$ cat config.mk
export PLATFORM = sky130hd
export DESIGN_NAME = tx_crc_stamper
export DESIGN_NICKNAME = d
export VERILOG_FILES = /design/src/rtl/txcrc_pkg.sv /design/src/rtl/txcrc_align.sv /design/src/rtl/txcrc_acc.sv /design/src/rtl/txcrc_rdfix.sv /design/src/rtl/tx_crc_stamper.sv
export SDC_FILE = /design/constraint.sdc
export NUM_CORES = 1
export LEC_CHECK = 0
export BUFFER_PORTS_ARGS = -buffer_cell sky130_fd_sc_hd__buf_2
export CAP_MARGIN = 30
export CORE_UTILIZATION = 60
export CTS_CLUSTER_SIZE = 16
export DETAILED_ROUTE_END_ITERATION = 10
export GPL_TIMING_DRIVEN = 0
export PLACE_DENSITY = 0.82
export SETUP_SLACK_MARGIN = 0.2
export SLEW_MARGIN = 20
export SYNTH_ARGS = -nofsm -noshare
export SYNTH_HDL_FRONTEND = slang
export SYNTH_SLANG_ARGS = --single-unit
$ cat constraint.sdc
create_clock -name clk -period 3.2 [get_ports clk]
set_input_delay 0.16 -clock clk [delete_from_list [all_inputs] [get_ports clk]]
set_output_delay 0.16 -clock clk [all_outputs]
set_load 0.1 [all_outputs]
$ cat src/rtl/txcrc_pkg.sv
package txcrc_pkg;

    localparam int CRC_W     = 32;
    localparam int CRC_BYTES = CRC_W / 8;
    localparam int SLOT_W    = $clog2(CRC_BYTES);

    localparam logic [7:0] K28_5 = 8'hBC;
    localparam logic [7:0] D21_4 = 8'h95;
    localparam logic [7:0] D10_4 = 8'h8A;
    localparam logic [2:0] SUB5  = 3'd5;

    typedef enum logic [1:0] {
        MODE_PASS = 2'b00,
        MODE_CRC  = 2'b01,
        MODE_FC   = 2'b10,
        MODE_RSVD = 2'b11
    } mode_e;

    typedef enum logic [1:0] {
        EF_IDLE      = 2'd0,
        EF_AFTER_CRC = 2'd1,
        EF_AFTER_K   = 2'd2
    } eof_st_e;

    typedef struct packed {
        logic [7:0] data;
        logic       k;
        logic       sop;
        logic       eop;
    } chr_t;

    typedef struct packed {
        chr_t              c;
        logic              pkt;
        logic              fc;
        logic              ph;
        logic [SLOT_W-1:0] slot;
        logic              bad;
    } lane_t;

    // One byte through a reflected CRC, least significant bit first.
    function automatic logic [CRC_W-1:0] crc_byte(input logic [CRC_W-1:0] cur,
                                                  input logic [7:0] d,
                                                  input logic [CRC_W-1:0] poly);
        logic [CRC_W-1:0] r;
        r = cur;
        for (int b = 0; b < 8; b++) begin
            if (r[0] ^ d[b]) r = (r >> 1) ^ poly;
            else             r = r >> 1;
        end
        return r;
    endfunction

    // True when the 10-bit code of this character is unbalanced (flips RD).
    function automatic logic rd_flips(input logic [7:0] d, input logic k);
        logic f6;
        logic f4;
        case (d[4:0])
            5'd0, 5'd1, 5'd2, 5'd4, 5'd8, 5'd15, 5'd16,
            5'd23, 5'd24, 5'd27, 5'd29, 5'd30, 5'd31: f6 = 1'b1;
            5'd28:                                    f6 = k;
            default:                                  f6 = 1'b0;
        endcase
        case (d[7:5])
            3'd0, 3'd4, 3'd7: f4 = 1'b1;
            default:          f4 = 1'b0;
        endcase
        return f6 ^ f4;
    endfunction

endpackage

$ cat src/rtl/txcrc_align.sv
module txcrc_align
    import txcrc_pkg::*;
#(
    parameter int TAIL = CRC_BYTES
) (
    input  logic  clk,
    input  logic  rst,
    input  chr_t  in_c,
    input  mode_e in_mode,
    input  logic  in_inject,
    output lane_t tail_o
);

    logic  open_q, fc_q;
    logic  start, pkt_now, fc_now, close;
    lane_t entry;
    lane_t st [TAIL];

    always_comb begin
        start   = in_c.sop && (in_mode == MODE_CRC || in_mode == MODE_FC);
        pkt_now = start || open_q;
        fc_now  = start ? (in_mode == MODE_FC) : fc_q;
        close   = pkt_now && in_c.eop;
        entry.c    = in_c;
        entry.pkt  = pkt_now;
        entry.fc   = fc_now;
        entry.ph   = close;
        entry.slot = SLOT_W'(TAIL - 1);
        entry.bad  = 1'b0;
    end

    always_ff @(posedge clk) begin
        if (rst) begin
            open_q <= 1'b0;
            fc_q   <= 1'b0;
        end else begin
            open_q <= pkt_now && !in_c.eop;
            fc_q   <= fc_now;
        end
    end

    always_ff @(posedge clk) begin
        if (rst) st[0] <= '0;
        else     st[0] <= entry;
    end

    // When the end marker arrives, the stages holding the three previous
    // packet bytes are tagged with their checksum slot as they advance.
    for (genvar j = 1; j < TAIL; j++) begin : g_stage
        logic mark;
        assign mark = close && st[j-1].pkt;
        always_ff @(posedge clk) begin
            if (rst) begin
                st[j] <= '0;
            end else begin
                st[j]      <= st[j-1];
                st[j].ph   <= st[j-1].ph || mark;
                st[j].slot <= mark ? SLOT_W'(TAIL - 1 - j) : st[j-1].slot;
                st[j].bad  <= (mark && j == TAIL - 1) ? in_inject : st[j-1].bad;
            end
        end
    end

    assign tail_o = st[TAIL-1];

    // The end-marker byte always leaves as the final checksum slot.
    p_eop_last_slot_r4: assert property (@(posedge clk) disable iff (rst)
        (tail_o.ph && tail_o.c.eop) |-> (tail_o.slot == SLOT_W'(TAIL - 1)));

    // Checksum slots leave in ascending order on consecutive cycles.
    p_slot_order_r4: assert property (@(posedge clk) disable iff (rst)
        (tail_o.ph && tail_o.slot != SLOT_W'(TAIL - 1))
        |=> (tail_o.ph && tail_o.slot == $past(tail_o.slot) + 1'b1));

endmodule

$ cat src/rtl/txcrc_acc.sv
module txcrc_acc
    import txcrc_pkg::*;
#(
    parameter logic [CRC_W-1:0] POLY = 32'hEDB88320,
    parameter logic [CRC_W-1:0] SEED = 32'hFFFFFFFF
) (
    input  logic             clk,
    input  logic             rst,
    input  logic             upd,
    input  logic             reseed,
    input  logic [7:0]       byte_i,
    output logic [CRC_W-1:0] fcs_o
);

    logic [CRC_W-1:0] crc_q;

    always_ff @(posedge clk) begin
        if (rst)      crc_q <= SEED;
        else if (upd) crc_q <= crc_byte(reseed ? SEED : crc_q, byte_i, POLY);
    end

    assign fcs_o = ~crc_q;

    // While placeholders stream out, the accumulated value must not move.
    p_hold_during_tail_r3: assert property (@(posedge clk) disable iff (rst)
        !upd |=> $stable(crc_q));

endmodule

$ cat src/rtl/txcrc_rdfix.sv
module txcrc_rdfix
    import txcrc_pkg::*;
(
    input  logic clk,
    input  logic rst,
    input  chr_t pick,
    input  logic arm,
    output chr_t out_o
);

    eof_st_e st_q, st_d;
    logic    rd_q;
    logic    fire;
    chr_t    o;

    always_comb begin
        o    = pick;
        fire = 1'b0;
        if (st_q == EF_AFTER_K && !pick.k &&
            (pick.data == D21_4 || pick.data == D10_4) && !rd_q) begin
            o.data[7:5] = SUB5;
            fire        = 1'b1;
        end
        st_d = EF_IDLE;
        if (arm) begin
            st_d = EF_AFTER_CRC;
        end else if (st_q == EF_AFTER_CRC && pick.k && pick.data == K28_5) begin
            st_d = EF_AFTER_K;
        end
    end

    always_ff @(posedge clk) begin
        if (rst) begin
            st_q  <= EF_IDLE;
            rd_q  <= 1'b0;
            out_o <= '0;
        end else begin
            st_q  <= st_d;
            rd_q  <= rd_q ^ rd_flips(o.data, o.k);
            out_o <= o;
        end
    end

    // A rewritten delimiter leaves the line at negative disparity.
    p_fix_ends_negative_r8: assert property (@(posedge clk) disable iff (rst)
        fire |=> !rd_q);

    // A rewrite only follows a control character emitted the cycle before.
    p_fix_after_comma_r9: assert property (@(posedge clk) disable iff (rst)
        fire |-> (out_o.k && out_o.data == K28_5));

endmodule

$ cat src/rtl/tx_crc_stamper.sv
module tx_crc_stamper
    import txcrc_pkg::*;
#(
    parameter logic [CRC_W-1:0] POLY = 32'hEDB88320,
    parameter logic [CRC_W-1:0] SEED = 32'hFFFFFFFF
) (
    input  logic       clk,
    input  logic       rst,
    input  logic [7:0] in_data,
    input  logic       in_k,
    input  logic       in_sop,
    input  logic       in_eop,
    input  logic [1:0] in_mode,
    input  logic       in_inject,
    output logic [7:0] out_data,
    output logic       out_k,
    output logic       out_sop,
    output logic       out_eop
);

    localparam int LAT   = CRC_BYTES + 1;
    localparam int CNT_W = $clog2(LAT + 1);

    chr_t             in_c, pick, out_c;
    lane_t            tail;
    logic [CRC_W-1:0] fcs;
    logic             arm;

    assign in_c = '{data: in_data, k: in_k, sop: in_sop, eop: in_eop};

    txcrc_align #(.TAIL(CRC_BYTES)) u_align (
        .clk       (clk),
        .rst       (rst),
        .in_c      (in_c),
        .in_mode   (mode_e'(in_mode)),
        .in_inject (in_inject),
        .tail_o    (tail)
    );

    txcrc_acc #(.POLY(POLY), .SEED(SEED)) u_acc (
        .clk    (clk),
        .rst    (rst),
        .upd    (tail.pkt && !tail.ph),
        .reseed (tail.c.sop),
        .byte_i (tail.c.data),
        .fcs_o  (fcs)
    );

    always_comb begin
        pick = tail.c;
        if (tail.pkt && tail.ph)
            pick.data = fcs[8*tail.slot +: 8] ^ {7'b0, tail.bad};
        arm = tail.pkt && tail.fc && tail.ph && tail.slot == SLOT_W'(CRC_BYTES - 1);
    end

    txcrc_rdfix u_fix (
        .clk   (clk),
        .rst   (rst),
        .pick  (pick),
        .arm   (arm),
        .out_o (out_c)
    );

    assign out_data = out_c.data;
    assign out_k    = out_c.k;
    assign out_sop  = out_c.sop;
    assign out_eop  = out_c.eop;

    // Cycles since reset, saturating at the latency, to gate $past checks.
    logic [CNT_W-1:0] since_q;
    always_ff @(posedge clk) begin
        if (rst)                       since_q <= '0;
        else if (since_q != CNT_W'(LAT)) since_q <= since_q + 1'b1;
    end

    p_k_latency_r2: assert property (@(posedge clk) disable iff (rst)
        (since_q == CNT_W'(LAT)) |-> (out_k == $past(in_k, LAT)));
    p_sop_latency_r2: assert property (@(posedge clk) disable iff (rst)
        (since_q == CNT_W'(LAT)) |-> (out_sop == $past(in_sop, LAT)));
    p_eop_latency_r2: assert property (@(posedge clk) disable iff (rst)
        (since_q == CNT_W'(LAT)) |-> (out_eop == $past(in_eop, LAT)));
    p_quiet_after_reset_r1: assert property (@(posedge clk) disable iff (rst)
        (since_q < CNT_W'(LAT)) |-> (out_data == 8'h00 && !out_k && !out_sop && !out_eop));

endmodule

==> results of run 1 <==
[worst reg2reg max path: stages, from the launching register on]
cell      delay, ns
dfxtp_1        0.50
buf_4          0.29
mux4_2         0.58
a21oi_1        0.38
o211ai_1       0.23
o22ai_2        0.26
a21oi_1        0.11
or3_1          0.33
mux2i_1        0.13
[routing by layer]
layer,vias to the layer above,wire (um)
li1,1749,-
met1,1719,4540
met2,148,5020
met3,20,714
met4,0,237
met5,-,0
[layout make-up]
type | instances | area, um2 | share of cell area, %
multi-input cells | 349 | 2450 | 44.9
flip-flops and latches | 111 | 2220 | 40.8
repair buffers | 41 | 275 | 5.06
plain buffers | 34 | 146 | 2.69
well taps | 102 | 128 | 2.34
clock buffers | 9 | 124 | 2.27
clock inverters | 7 | 96.3 | 1.77
inverters | 2 | 7.51 | 0.138
[kinds of logic after synthesis]
kind of cell,share of synthesized area (%)
mux,5.09
buf+inv,3.19
simple gates,18.0
xor+xnor,18.0
flops,46.1
fa+ha+maj,0.467
compound gates,9.16
[sequential cells by signal, summed over array words and instances (netlist names), named ones only]
| name | flops |
|---|---|
| u_acc.crc_q | 32 |
| u_align.st | 63 |
| u_fix.st_q | 2 |
| u_fix.rd_q | 1 |
| u_fix.out_o | 11 |
| u_align.open_q | 1 |
[cells in the mapped netlist, drive strengths merged]
library cell	instances	area, um2
dfxtp	111	2220
xnor2	74	678
nor2b	56	350
nor2	54	203
nand2	36	135
o211ai	33	248
clkbuf	22	82.6
a21oi	21	105
xor2	19	166
buf	12	63.8
mux4	8	184
and2	6	37.5
mux2i	5	50.1
o21ai	5	25.0
a21o	4	30.0
nand3	3	15.0
nand4	3	18.8
nor3	3	15.0
a31oi	2	12.5
and3	2	12.5
and4b	2	20.0
clkinv	1	3.75
ha	1	12.5
inv	1	3.75
maj3	1	10.0
mux2	1	11.3
nand2b	1	6.26
nand4b	1	8.76
nor4b	1	8.76
nor4bb	1	10.0
o22ai	1	12.5
o32ai	1	8.76
or3	1	6.26
or4	1	11.3
or4b	1	10.0
xor3	1	23.8
[report_power, final]
part	switching [mW]	internal, mW
Clock	0.562	0.331
Sequential	0.0171	1.42
Combinational	0.150	0.124
[repair_timing]
action / 4_1_cts / 5_1_grt
endpoints found under the setup margin: 0 / 0
hold buffers: 13 / 0
hold endpoints to repair: 14 / 0
[stage by stage]
stage / setup WS [ns] / instance area (um2) / utilization (%) / power, mW / hold WS, ns
2_1_floorplan: 0.823 / 4820 / - / 1.66 / 0.239
3_3_place_gp: 0.582 / 5080 / 65.4 / 1.72 / 0.343
3_5_place_dp: 0.468 / 5090 / 65.5 / 1.72 / 0.348
4_1_cts: 0.435 / 5440 / 70.0 / 2.62 / 0.143
5_1_grt: 0.256 / 5450 / 70.1 / 2.71 / 0.193
6_report: 0.362 / 5450 / 70.1 / 2.60 / 0.162
[worst paths after layout]
path / endpoint / slack (ns) / cells after the start
worst max register to register: u_fix.rd_q$_SDFF_PP0_ / 0.36 / 8
worst max-delay path: u_fix.rd_q$_SDFF_PP0_ / 0.36 / 8
worst min-delay path: flop / 0.16 / 4
worst min register to register: u_align.st[3][2]$_SDFF_PP0_ / 0.44 / 1
==> flow_metrics.tcl, run 1 <==
set metrics [dict create \
    grt_util_met1_pct 36.0 \
    die-area_um2 8400 \
    first_pass_iters 5 \
    hold_start "in_mode[1]" \
    num_io_pins 27 \
    rsz0062_at_grt "false" \
    fp-row-count 32 \
    antenna_found_initial 0 \
    busiest_layer "met2" \
    grt_pass1_vias 3409 \
    crit_buf_inv 1 \
    syn_inst 496 \
    vias 3636 \
    critPathLaunch "u_align.st[3][1]$_SDFF_PP0_" \
    layout_commonest_cell "dfxtp_1" \
    routed_wl_um 10500 \
    endpoint_kind "flop" \
    cts_made_buffers 9 \
    dp_cells 625 \
    finalCritPeriodShare_pct 88.7 \
    gr-total-overflow 0 \
    slew_violations 0 \
    critPathKind "reg2reg" \
    first_iter_violations 332 \
    timing.final.hold_violations 0 \
    setup_viol 0 \
    clk_latency_ns 0.39 \
    synth_area_per_cell_um2 9.72 \
    synth_fp_nets 513 \
    outcome "finished, final reports clean" \
    cts.sinks 111 \
    dpl.hpwl_um 7350 \
    path_clk_slew_ns 0.12 \
    cp_data_required_time_ns 3.53 \
    diodes 0 \
    skew_ns 0.0149 \
    powerDensity_nw_per_um2 478 \
    cts_setup_buffers 0 \
    wl_per_cell_um 16.0 \
    syn_area_um2 4820 \
    grt_first_pass_wirelength_um 17500 \
    fin_nets 565 \
    grt_usage_pct 27.2 \
    drc 0 \
    initial_core_util_pct 62.1 \
    final.setup.tns_ns 0 \
    ys_types 42 \
    viasPerCell 5.55 \
    cts_tree "done" \
    ys_warn_count 0 \
    ant_nets 0 \
    final_cell_mix "dfxtp_1, xnor2_1, nor2b_1, nor2_1, nand2_1" \
    cts_max_level 3 \
    post-route-min-period_ns 2.84 \
    clockBufferDepth 2 \
    irDropWorstVdd_uv 401 \
    p_leak_nw 2.21 \
    worst_pin_slew_ns 0.939 \
    worst_path_dominant_cell_family "compound AO/OA/AOI/OAI gates" \
    cp_slowest_cell "mux4_2" \
    area_delta_synth_final_pct 12.9 \
    stdcell_count 655 \
    grt_use_met2_pct 43.7 \
    cp-start-kind "flop" \
    synth-seq-cells 111 \
    seq_area_frac_synth_pct 46.1 \
    relSlewSlack_pct 36.9 \
    worstPathArrival_ns 3.17 \
    drive_gt1_share_pct 11.8 \
    io_buffers 26 \
    fill_cells 592 \
    cpMostUsedCell "a21oi_1" \
    die_x_um 91.7 \
    fmax_mhz 352 \
    crit_chain "buf_4 > mux4_2 > a21oi_1 > o211ai_1 > o22ai_2 > a21oi_1 > or3_1 > mux2i_1" \
    r2r_start "u_align.st[3][1]$_SDFF_PP0_" \
    crit_fanout 10 \
    clockRootBuffer "clkbuf_8" \
    grt_max_degree 25 \
    cap_violations 0 \
    die_y_um 91.7 \
    hp-class "in2reg" \
    grt_use_met3_pct 5.31 \
    cts_resized 0 \
    cpPeakStageDelay_ns 0.58 \
    coreArea_um2 7770 \
    gp_congestion 0.940 \
]
No activity file was read; power rests on OpenSTA's default activity.
==> run 2, diff against run 1 <==
--- a/config.mk
+++ b/config.mk
@@ -7,11 +7,13 @@
 export LEC_CHECK = 0
 export BUFFER_PORTS_ARGS = -buffer_cell sky130_fd_sc_hd__buf_2
 export CAP_MARGIN = 30
-export CORE_UTILIZATION = 60
+export CELL_PAD_IN_SITES_DETAIL_PLACEMENT = 0
+export CELL_PAD_IN_SITES_GLOBAL_PLACEMENT = 1
+export CORE_UTILIZATION = 47
 export CTS_CLUSTER_SIZE = 16
 export DETAILED_ROUTE_END_ITERATION = 10
 export GPL_TIMING_DRIVEN = 0
-export PLACE_DENSITY = 0.82
+export PLACE_DENSITY = 0.74
 export SETUP_SLACK_MARGIN = 0.2
 export SLEW_MARGIN = 20
 export SYNTH_ARGS = -nofsm -noshare
==> flow_metrics.tcl, run 2 (synthesized netlist as in run 1, its figures left out) <==
set metrics [dict create \
    r2r_start "u_align.st[3][1]$_SDFF_PP0_" \
    powerDensity_nw_per_um2 461 \
    min_to "u_align.st[0][12]$_SDFF_PP0_" \
    grt_first_pass_wirelength_um 16900 \
    grt_max_degree 20 \
    cp_data_required_time_ns 3.51 \
    worst_pin_slew_ns 0.808 \
    critPathKind "reg2reg" \
    slew_violations 0 \
    num_io_pins 27 \
    dpl.hpwl_um 7770 \
    irDropWorstVdd_uv 299 \
    final.setup.worst_slack_ns 0.465 \
    post-route-util_pct 55.1 \
    gr-total-overflow 0 \
    first_pass_iters 4 \
    die_y_um 103 \
    final.setup.tns_ns 0 \
    die_x_um 103 \
    reg2reg_to "u_fix.rd_q$_SDFF_PP0_" \
    cts_made_buffers 9 \
    fin_nets 563 \
    cap_violations 0 \
    path_clk_slew_ns 0.11 \
    post-route-min-period_ns 2.73 \
    dp_cells 656 \
    layout_commonest_cell "dfxtp_1" \
    whs_ns 0.0127 \
    p_leak_nw 2.19 \
    cts_resized 0 \
    fmax_mhz 366 \
    clockRootBuffer "clkbuf_8" \
    cts.sinks 111 \
    area_delta_synth_final_pct 12.7 \
    rsz0062_at_grt "false" \
    io_buffers 26 \
    largest_reg_flops 63 \
    hp-class "in2reg" \
    reg2reg_depth 8 \
    crit_fanout 10 \
    drc 0 \
    cts_tree "done" \
    timing.reg2reg.setup_slack_ns 0.47 \
    routed_wl_um 10900 \
    relSlewSlack_pct 45.7 \
    endpoint_kind "flop" \
    antenna_found_initial 0 \
    gp_congestion 0.850 \
    ant_nets 0 \
    cp-start-kind "flop" \
    finalPower_mw 2.51 \
    cts_max_level 3 \
    largest_register "u_align.st" \
    stdcell_count 684 \
    drive_gt1_share_pct 11.8 \
    place_worst_setup_slack_ns 0.503 \
    wl_per_cell_um 15.9 \
    initial_core_util_pct 48.9 \
    hold_start "in_data[3]" \
    grt_pass1_vias 3154 \
    top_regs "u_align.st (63), u_acc.crc_q (32), u_fix.out_o (11)" \
    coreArea_um2 9860 \
    fp-row-count 36 \
    hold_path_depth 2 \
    worstPathArrival_ns 3.04 \
    grt_usage_pct 21.9 \
    finalCritPeriodShare_pct 85.5 \
    outcome "finished, final reports clean" \
    skew_ns 0.0153 \
    clockBufferDepth 2 \
    setup_viol 0 \
    vias 3401 \
    die-area_um2 10700 \
    first_iter_violations 134 \
    diodes 0 \
    timing.final.hold_violations 0 \
    clk_latency_ns 0.37 \
    place_area_um2 5130 \
    viasPerCell 4.97 \
    finalInstanceArea_um2 5440 \
    final_cell_mix "dfxtp_1, xnor2_1, nor2b_1, nor2_1, nand2_1" \
]
run 2: changes by cell type in the layout (fill, tap and decap cells not counted), moves of 2 or more:
cell,change
clkinv_8,-2
dlygate4sd3_1,-2
inv_6,+2
inv_12,-2
run 2: critical path, stage by stage (launching register included):
cell,delay (ns)
dfxtp_1,0.48
buf_4,0.27
mux4_2,0.57
a21oi_1,0.36
o211ai_1,0.22
o22ai_2,0.24
a21oi_1,0.10
or3_1,0.31
mux2i_1,0.12
run 2: area by class of cell:
class	instances	area (um2)
clock inverters	5	45.0
multi-input cells	349	2450
plain buffers	34	146
clock buffers	11	141
flip-flops and latches	111	2220
well taps	133	166
fillers	913	4430
inverters	2	7.51
repair buffers	39	253
run 2: worst max path at each step:
stage / endpoint / cells past startpoint / start / slack, ns
finish: u_fix.rd_q$_SDFF_PP0_ / 8 / u_align.st[3][1]$_SDFF_PP0_ / 0.47
global placement: u_fix.rd_q$_SDFF_PP0_ / 8 / u_align.st[3][1]$_SDFF_PP0_ / 0.53
global route: u_fix.rd_q$_SDFF_PP0_ / 8 / u_align.st[3][1]$_SDFF_PP0_ / 0.31
CTS: u_fix.rd_q$_SDFF_PP0_ / 8 / u_align.st[3][1]$_SDFF_PP0_ / 0.48
floorplan: u_fix.rd_q$_SDFF_PP0_ / 7 / u_align.st[3][1]$_SDFF_PP0_ / 0.82
detailed placement: u_fix.rd_q$_SDFF_PP0_ / 8 / u_align.st[3][1]$_SDFF_PP0_ / 0.50
run 2: power by group:
part	internal [mW]	total, mW	leakage (nW)	switching [mW]
combinational	0.123	0.272	1.19	0.149
clock	0.320	0.801	0.0929	0.481
sequential	1.42	1.43	0.905	0.0169
total	1.86	2.51	2.19	0.647
run 2: timing repair:
action,CTS,global route
hold buffers,11,0
buffers inserted,0,0
endpoints found under the hold margin,11,0
run 2: per-layer routing:
layer	wire length, um	vias to the layer above	GRT usage, %
met4	127	0	6.18
met1	5040	1577	29.5
li1	-	1732	-
met5	0	-	0
met2	5120	79	35.9
met3	600	13	4.23
==> run 3, diff against run 2 <==
==> constraint.sdc (replaced) <==
create_clock -name clk -period 2.7 [get_ports clk]
set_input_delay 0.135 -clock clk [delete_from_list [all_inputs] [get_ports clk]]
set_output_delay 0.135 -clock clk [all_outputs]
set_load 0.02 [all_outputs]
==> flow_metrics.tcl, run 3 (synthesized netlist as in run 1, its figures left out) <==
set metrics [dict create \
    outcome "finished, final reports clean" \
    vias 3455 \
    cap_violations 0 \
    largest_register "u_align.st" \
    final.setup.worst_slack_ns 0.252 \
    slew_violations 0 \
    endpoint_kind "flop" \
    worst_pin_slew_ns 0.701 \
    p_leak_nw 2.23 \
    crit_chain "mux4_2 > a21o_4 > or4_4 > o22ai_4 > a21oi_2 > or3_1 > mux2i_1" \
    skew_ns 0.0198 \
    area_delta_synth_final_pct 16.2 \
    io_buffers 26 \
    clockRootBuffer "clkbuf_8" \
    cts_made_buffers 9 \
    first_pass_iters 5 \
    viasPerCell 5.01 \
    cts_tree "done" \
    initial_core_util_pct 48.9 \
    whs_ns 0.138 \
    grt_first_pass_wirelength_um 17100 \
    drc 0 \
    setup_viol 0 \
    top_regs "u_align.st (63), u_acc.crc_q (32), u_fix.out_o (11)" \
    first_iter_violations 141 \
    die_y_um 103 \
    multi_input_area_um2 2560 \
    gr-total-overflow 0 \
    antenna_found_initial 0 \
    powerDensity_nw_per_um2 532 \
    coreArea_um2 9860 \
    post-route-min-period_ns 2.45 \
    fmax_mhz 408 \
    register_area_um2 2230 \
    critPathKind "reg2reg" \
    drive_gt1_share_pct 14.7 \
    fill_cells 887 \
    diodes 0 \
    cp_slowest_cell "mux4_2" \
    grt_max_degree 20 \
    grt_usage_pct 22.2 \
    fp-row-count 36 \
    clk_latency_ns 0.37 \
    timing.final.hold_violations 0 \
    gp_congestion 0.850 \
    cp_data_required_time_ns 3.01 \
    rsz0062_at_grt "true" \
    grt_pass1_vias 3196 \
    cts_max_level 3 \
    hp-class "in2reg" \
    largest_reg_flops 63 \
    num_io_pins 27 \
    dpl.hpwl_um 7770 \
    final_cell_mix "dfxtp_1, xnor2_1, nor2b_1, nor2_1, nand2_1" \
    timing.reg2reg.setup_slack_ns 0.25 \
    irDropWorstVdd_uv 352 \
    cp-start-kind "flop" \
    path_clk_slew_ns 0.11 \
    cts.sinks 111 \
    wl_per_cell_um 16.0 \
    clockBufferDepth 2 \
    crit_fanout 6 \
    fin_nets 568 \
    place_worst_setup_slack_ns 0.00290 \
    routed_wl_um 11000 \
    cpPeakStageDelay_ns 0.56 \
    die-area_um2 10700 \
    relSlewSlack_pct 53.0 \
    die_x_um 103 \
    layout_commonest_cell "dfxtp_1" \
    final.setup.tns_ns 0 \
    ant_nets 0 \
    worstPathArrival_ns 2.76 \
    finalCritPeriodShare_pct 90.7 \
]
-- run 3: power by group --
group | internal, mW | leakage (nW) | switching, mW | total (mW)
Sequential | 1.68 | 0.906 | 0.0205 | 1.70
Combinational | 0.156 | 1.23 | 0.172 | 0.328
Clock | 0.379 | 0.0929 | 0.575 | 0.954
-- run 3: area by class of cell --
cell class,count,area share [%]
multi-input combinational,349,45.8
sequential,111,39.7
timing repair buffer,44,5.27
tap,133,2.97
buffer,34,2.81
clock buffer,11,2.52
clock inverter,5,0.804
inverter,2,0.134
-- run 3: path summary, 6_finish.rpt --
path / startpoint / cells past startpoint / to
worst max register to register: u_align.st[3][1]$_SDFF_PP0_ / 7 / u_fix.rd_q$_SDFF_PP0_
worst min-delay path: in_mode[1] / 4 / flop
worst min register to register: u_align.st[1][2]$_SDFF_PP0_ / 2 / u_align.st[2][2]$_SDFF_PP0_
worst max-delay path: u_align.st[3][1]$_SDFF_PP0_ / 7 / u_fix.rd_q$_SDFF_PP0_
-- run 3: timing repair --
action / 4_1_cts / 5_1_grt
gates resized for setup: 10 / 15
setup endpoints to repair: 3 / 3
setup buffers: 2 / 2
hold buffers: 13 / 0
endpoints found under the hold margin: 14 / 0
pin swaps: 1 / 4
-- run 3: critical path: cells and delay by family (launching register included) --
family / cells / cell delay, ns
and+or+nand+nor: 2 / 0.82
AOI/OAI and AO/OA: 3 / 0.46
DFF: 1 / 0.42
muxes: 2 / 0.68
-- run 3: metal layers --
metal,routed length [um],global-route usage (%)
met4,138,6.18
met3,575,4.23
met1,5070,29.8
met5,0,0
met2,5220,36.6
-- run 3: through the flow --
step / area [um2] / cells / utilization, % / power, mW
floorplan: 4820 / 496 / - / 1.96
global placement: 5120 / 655 / 51.9 / 2.03
detailed placement: 5130 / 656 / 52.0 / 2.04
CTS: 5520 / 687 / 56.0 / 3.01
global route: 5600 / 689 / 56.8 / 3.12
finish: 5600 / 689 / 56.8 / 2.98
